--- config.mk ---
export PLATFORM = sky130hd
export DESIGN_NAME = midi_dual_buf
export DESIGN_NICKNAME = d
export VERILOG_FILES = /design/src/rtl/midi_pkg.sv /design/src/rtl/midi_byte_fifo.sv /design/src/rtl/midi_tx_lane.sv /design/src/rtl/midi_rx_lane.sv /design/src/rtl/midi_dual_buf.sv
export SDC_FILE = /design/constraint.sdc
export NUM_CORES = 1
export LEC_CHECK = 0
export BUFFER_PORTS_ARGS = -buffer_cell sky130_fd_sc_hd__buf_2
export CAP_MARGIN = 20
export CORE_UTILIZATION = 40
export CTS_CLUSTER_DIAMETER = 200
export CTS_CLUSTER_SIZE = 28
export DETAILED_ROUTE_END_ITERATION = 6
export HOLD_SLACK_MARGIN = 0.03
export PLACE_DENSITY = 0.55
export SYNTH_ARGS = -nofsm -noshare
export SYNTH_HDL_FRONTEND = slang
export SYNTH_SLANG_ARGS = --single-unit
--- constraint.sdc ---
create_clock -name clk -period 3.73 [get_ports clk]
set_input_delay 0 -clock clk [delete_from_list [all_inputs] [get_ports clk]]
set_output_delay 0 -clock clk [all_outputs]
set_load 0.05 [all_outputs]
--- src/rtl/midi_pkg.sv ---
package midi_pkg;
  localparam int NPORTS   = 2;
  localparam int BYTE_W   = 8;
  localparam int ST_FULL0 = 0;  // transmit full flags occupy bits 0..NPORTS-1
  localparam int ST_RXB   = 2;  // receive pair base: overflow at +2i, available at +2i+1
  typedef logic [BYTE_W-1:0] byte_t;
endpackage

--- src/rtl/midi_byte_fifo.sv ---
module midi_byte_fifo #(
  parameter int DEPTH = 16,
  parameter int W     = 8
) (
  input  logic         clk,
  input  logic         rst_n,
  input  logic         push,
  input  logic [W-1:0] din,
  input  logic         pop,
  output logic [W-1:0] head,
  output logic         full,
  output logic         empty
);
  localparam int AW = (DEPTH > 1) ? $clog2(DEPTH) : 1;
  localparam int CW = $clog2(DEPTH + 1);
  localparam logic [AW-1:0] LAST  = AW'(DEPTH - 1);
  localparam logic [CW-1:0] CFULL = CW'(DEPTH);

  logic [W-1:0]  mem [DEPTH];
  logic [AW-1:0] wp, rp;
  logic [CW-1:0] cnt;

  assign full  = (cnt == CFULL);
  assign empty = (cnt == '0);
  assign head  = mem[rp];

  always_ff @(posedge clk) begin
    if (push) mem[wp] <= din;
  end

  always_ff @(posedge clk) begin
    if (!rst_n) begin
      wp  <= '0;
      rp  <= '0;
      cnt <= '0;
    end else begin
      if (push) wp <= (wp == LAST) ? '0 : wp + 1'b1;
      if (pop)  rp <= (rp == LAST) ? '0 : rp + 1'b1;
      case ({push, pop})
        2'b10:   cnt <= cnt + 1'b1;
        2'b01:   cnt <= cnt - 1'b1;
        default: cnt <= cnt;
      endcase
    end
  end

  // the wrapping logic must never push into a full store
  p_push_room_r2: assert property (@(posedge clk) disable iff (!rst_n) push |-> !full);
  // the wrapping logic must never pop an empty store
  p_pop_data_r8: assert property (@(posedge clk) disable iff (!rst_n) pop |-> !empty);
endmodule

--- src/rtl/midi_tx_lane.sv ---
module midi_tx_lane #(
  parameter int DEPTH = 16
) (
  input  logic              clk,
  input  logic              rst_n,
  input  logic              wr,
  input  midi_pkg::byte_t   wdata,
  output logic              out_valid,
  output midi_pkg::byte_t   out_data,
  input  logic              out_ready,
  output logic              full
);
  logic empty, push, pop;

  assign push      = wr && !full;
  assign pop       = out_valid && out_ready;
  assign out_valid = !empty;

  midi_byte_fifo #(.DEPTH(DEPTH), .W(midi_pkg::BYTE_W)) u_fifo (
    .clk(clk), .rst_n(rst_n), .push(push), .din(wdata), .pop(pop),
    .head(out_data), .full(full), .empty(empty)
  );

  // an unaccepted byte stays offered and unchanged
  p_tx_hold_r1: assert property (@(posedge clk) disable iff (!rst_n)
    (out_valid && !out_ready && !full) |=> (out_valid && $stable(out_data)));
  // a write into a full lane leaves it full when nothing drains
  p_tx_drop_r2: assert property (@(posedge clk) disable iff (!rst_n)
    (wr && full && !out_ready) |=> full);
endmodule

--- src/rtl/midi_rx_lane.sv ---
module midi_rx_lane #(
  parameter int DEPTH = 16
) (
  input  logic              clk,
  input  logic              rst_n,
  input  logic              in_valid,
  input  midi_pkg::byte_t   in_data,
  input  logic              rd,
  output midi_pkg::byte_t   rd_data,
  output logic              avail,
  output logic              ovf
);
  logic full, empty, push, pop, drop;
  midi_pkg::byte_t head;

  assign push  = in_valid && !full;
  assign drop  = in_valid && full;
  assign pop   = rd && !empty;
  assign avail = !empty;

  midi_byte_fifo #(.DEPTH(DEPTH), .W(midi_pkg::BYTE_W)) u_fifo (
    .clk(clk), .rst_n(rst_n), .push(push), .din(in_data), .pop(pop),
    .head(head), .full(full), .empty(empty)
  );

  always_ff @(posedge clk) begin
    if (!rst_n) begin
      rd_data <= '0;
      ovf     <= 1'b0;
    end else begin
      if (pop) rd_data <= head;
      if (drop)     ovf <= 1'b1;
      else if (pop) ovf <= 1'b0;
    end
  end

  p_ovf_set_r6: assert property (@(posedge clk) disable iff (!rst_n)
    (in_valid && full) |=> ovf);
  p_ovf_clear_r7: assert property (@(posedge clk) disable iff (!rst_n)
    (ovf && rd && avail && !(in_valid && full)) |=> !ovf);
  p_ovf_sticky_r7: assert property (@(posedge clk) disable iff (!rst_n)
    (ovf && !rd) |=> ovf);
  p_empty_read_r8: assert property (@(posedge clk) disable iff (!rst_n)
    (rd && !avail) |=> $stable(rd_data));
endmodule

--- src/rtl/midi_dual_buf.sv ---
module midi_dual_buf #(
  parameter int DEPTH = 16
) (
  input  logic        clk,
  input  logic        rst_n,
  input  logic [1:0]  host_wr,
  input  logic [7:0]  host_wdata,
  input  logic [1:0]  host_rd,
  output logic [15:0] host_rx_data,
  output logic [7:0]  status,
  output logic [1:0]  tx_valid,
  output logic [15:0] tx_data,
  input  logic [1:0]  tx_ready,
  input  logic [1:0]  rx_valid,
  input  logic [15:0] rx_data,
  output logic [1:0]  rx_ready
);
  import midi_pkg::*;

  logic [NPORTS-1:0] tx_full, rx_avail, rx_ovf;
  logic              rdy_q;

  always_ff @(posedge clk) begin
    if (!rst_n) rdy_q <= 1'b0;
    else        rdy_q <= 1'b1;
  end
  assign rx_ready = {NPORTS{rdy_q}};

  for (genvar i = 0; i < NPORTS; i++) begin : g_port
    midi_tx_lane #(.DEPTH(DEPTH)) u_tx (
      .clk(clk), .rst_n(rst_n), .wr(host_wr[i]), .wdata(host_wdata),
      .out_valid(tx_valid[i]), .out_data(tx_data[i*BYTE_W +: BYTE_W]),
      .out_ready(tx_ready[i]), .full(tx_full[i])
    );
    midi_rx_lane #(.DEPTH(DEPTH)) u_rx (
      .clk(clk), .rst_n(rst_n), .in_valid(rx_valid[i] && rdy_q),
      .in_data(rx_data[i*BYTE_W +: BYTE_W]), .rd(host_rd[i]),
      .rd_data(host_rx_data[i*BYTE_W +: BYTE_W]),
      .avail(rx_avail[i]), .ovf(rx_ovf[i])
    );
  end

  always_comb begin
    status = '0;
    for (int i = 0; i < NPORTS; i++) begin
      status[ST_FULL0 + i]     = tx_full[i];
      status[ST_RXB + 2*i]     = rx_ovf[i];
      status[ST_RXB + 2*i + 1] = rx_avail[i];
    end
  end

  // nothing is offered or flagged in the cycle after reset
  p_reset_quiet_r9: assert property (@(posedge clk)
    !rst_n |=> (tx_valid == '0 && status == '0));
  // a read on one port does not change the other port's overflow flag
  p_port_isolate_r10: assert property (@(posedge clk) disable iff (!rst_n)
    (host_rd == 2'b01 && rx_valid == 2'b00) |=> $stable(rx_ovf[1]));
endmodule

==> metrics.txt <==
DR DRC count=0; WL final=48,600 um; Vert. Die Dim=between 200 and 250 um; Post-synth EDFFs=just over 500; area leader, netlist=edfxtp_1; Ant. Diodes=0; post-synth top area share=64.6%; Tightest Pin Transition=between 1 and 1.5 ns; number of fill cells=roughly 5,000; Reg-to-Reg End=g_port[0].u_rx.u_fifo.cnt[4]; setup violators final=0; Root Driver=clkbuf_16; Die ar.=approximately 60,000 um2; WL per Instance=~22 um; ys async rst share=0%; main flop type after synthesis=edfxtp_1; min-delay worst type=in2reg; critical path peak fanout=14; Hold WS=0.350 ns; CTS tree=yes; Worst VDD drop=between 0.6 and 0.7 mV; Static Leak=0.00831 uW; R2R cell count=11; pre-CTS setup slack=0.734 ns; Placed Area=24,900 um2; Clock Skew=0.0356 ns; clk buf depth=3; Clock Latency Late Sink=~0.59 ns; post-route minimum period=around 3 ns; met2 wire length=approximately 24,000 um; largest net degree at the start of global routing=just over 40; slew margin rel.=between 30% and 40%; fin. max-slew vios=0; post-synth cell types=62; post-route cell area=around 26,000 um2; Synth Register Bits=about 590; worst setup path end=g_port[0].u_rx.u_fifo.cnt[4]; Post-layout nets=approximately 1,500; fmax=approximately 330 MHz; count leader, synth=edfxtp_1; Ports=between 70 and 80; Worst path slowest cell=nor4_1; layout cells sized above 1=~16%; Final Hold Fails=0; # rows=89; crit-path cells=nor4_1 -> nand2_1 -> nand2_1 -> inv_2 -> ha_1 -> fa_1 -> a21o_1 -> a21oi_1 -> xor2_1 -> or3_1 -> a21boi_0; RSZ-0062 raised after global routing=false; Vias/cell=about 5.4; CP most frequent cell=nand2_1; vias after detailed routing=roughly 12,000; post-route setup slack=roughly 0.7 ns; Critical Path RT=about 4.3 ns; met3 WL=between 1000 and 1500 um; fin util=approximately 44%; core area=approximately 59,000 um2; WS Path Type=reg2reg; initial antenna violation count=1; vias in the first global route=~12,000; status=finished, final reports clean; max incr delay on CP=~0.52 ns; Clock transition at path regs=between 0.1 and 0.15 ns; overall overflow remaining after global route=0; syn avg cell area=18.3 um2; I/O Buffers=75; Iter 0 DRT Violations=between 700 and 800; Syn-to-layout area delta=9.19%; WL met1=about 23,000 um; multi-input logic area=around 6300 um2; width of the die=around 250 um; Post-Synthesis Cell Area=~24,000 um2; CTS sink count=591; Ys Warns=0; register area share after synthesis=between 70% and 80%; gr usage total=16.1%; most frequent cells after synthesis=512 x edfxtp_1, 82 x nor2_1, 80 x mux4_2; TNS Setup=0 ns; 1st-pass router iterations=5; CTS H-tree depth=1; reg2reg setup slack=between 0.7 and 0.8 ns; first-pass GRT wire length=between 70,000 and 80,000 um; synthesized instance count=roughly 1,300; crit path from=g_port[0].u_rx.u_fifo.cnt[0]; DR top layer=met4; Critical Path Source Type=flop; detailed-placement wirelength estimate=29,900 um; Reg-to-Reg Start=g_port[0].u_rx.u_fifo.cnt[0]; main area contributors after synthesis=edfxtp_1 65%, mux4_2 7.6%, dfxtp_1 6.6%; final period utilization=about four fifths; Pwr Density=around 570 nW/um2; Detail Route Antenna Nets=0; Starting Density=40.4%; GPL Wtd Cong=0.759; TritonCTS buffer count=25; Worst Path Arrival=~3.5 ns; max cap viols=0; CP Capture Type=flop; Storage cell area=around 17,000 um2
-- critical path, delay by kind of cell (launching register included) --
family	cells	cell delay (ns)
AOI/OAI and AO/OA	3	0.51
xor gates and xnor gates	1	0.09
adders and majority gates	2	0.74
buffers and inverters	1	0.12
DFF	1	0.37
and+or+nand+nor	4	1.08
-- cell families (layout without fill, tap and decap cells) --
family / Yosys count / count (layout) / synth area share [%]
flip-flops: 591 / 591 / 71.3
AND/OR/NAND/NOR: 216 / 216 / 4.32
multiplexers: 184 / 184 / 15.2
AO/OA/AOI/OAI: 143 / 143 / 3.92
buffers and inverters: 105 / 206 / 2.34
adder cells (fa/ha/maj): 37 / 37 / 2.01
XOR/XNOR: 24 / 24 / 0.884
other: 1 / 2 / 0.0158
-- power breakdown --
group | leakage, uW | switching (uW) | total (uW) | internal [uW]
logic | 0.00270 | 2430 | 3870 | 1440
clock network | 0.000342 | 2000 | 3300 | 1300
registers | 0.00526 | 277 | 7750 | 7470
-- layer usage --
layer / GRT usage (%) / vias to the layer above
li1: - / 5346
met1: 22.9 / 6088
met2: 27.1 / 184
met3: 1.65 / 40
met4: 2.65 / 0
met5: 0 / -
-- cell usage in the layout (no fill, tap or decap), types with 9 or more instances in the layout --
| master | netlist | final |
|---|---|---|
| clkbuf_1 | 31 | 19 |
| xor2_1 | 17 | 17 |
| nor2_1 | 82 | 82 |
| inv_1 | 19 | 19 |
| mux4_2 | 80 | 80 |
| nand3_1 | 18 | 18 |
| buf_2 | 19 | 75 |
| o22ai_1 | 20 | 20 |
| ha_1 | 35 | 35 |
| nand2_1 | 50 | 50 |
| buf_4 | 12 | 28 |
| dlygate4sd3_1 | 0 | 35 |
| a31oi_1 | 9 | 9 |
| nand2b_1 | 9 | 9 |
| nor3_1 | 15 | 15 |
| mux4_1 | 48 | 48 |
| edfxtp_1 | 512 | 512 |
| clkbuf_16 | 0 | 25 |
| a21oi_1 | 45 | 45 |
| dfxtp_1 | 79 | 75 |
| mux2i_1 | 56 | 56 |
| o21ai_0 | 11 | 11 |
| or3_1 | 9 | 9 |
| and2_1 | 11 | 11 |
-- area by class of cell --
class                      instances  area share [%]
sequential                       591            65.3
multi-input combinational        606            24.2
tap                              773            3.72
timing repair buffer             139            3.68
clock buffer                      44            2.68
inverter                          22           0.318
clock inverter                     1           0.116
-- what timing repair did --
action / in CTS / in global routing
setup endpoints to repair: 0 / 0
hold buffers: 35 / 0
buffers inserted: 0 / 0
endpoints found under the hold margin: 578 / 0
gates resized for setup: 0 / 0
-- sequential cells by signal, indices dropped and copies added (netlist names), 8 cells and up, named ones only --
register and cells:
g_port.u_rx.rd_data 16, g_port.u_rx.u_fifo.cnt 10, g_port.u_rx.u_fifo.mem 256, g_port.u_rx.u_fifo.rp 8, g_port.u_rx.u_fifo.wp 8, g_port.u_tx.u_fifo.cnt 10
g_port.u_tx.u_fifo.mem 256, g_port.u_tx.u_fifo.rp 8, g_port.u_tx.u_fifo.wp 8
-- how the worst min path moves through the flow --
stage | start | end | slack [ns] | depth (start not counted)
global placement | rx_valid[0] | g_port[0].u_rx.ovf | 0.32 | 3
floorplan | rst_n | rdy_q | 0.03 | 0
detailed placement | rx_valid[0] | g_port[0].u_rx.ovf | 0.31 | 3
CTS | rx_data[14] | g_port[1].u_rx.u_fifo.mem[5][6] | 0.31 | 2
finish | rx_data[14] | g_port[1].u_rx.u_fifo.mem[5][6] | 0.35 | 2
global route | rx_data[14] | g_port[1].u_rx.u_fifo.mem[5][6] | 0.33 | 2
-- through the flow --
step,power [uW],std cells
final,14900,2176
after detailed placement,11800,2096
after global routing,15600,2176
after CTS,15100,2176
after global placement,11700,2096
after floorplan,10900,1302
Power figures use the tool's default switching activity.
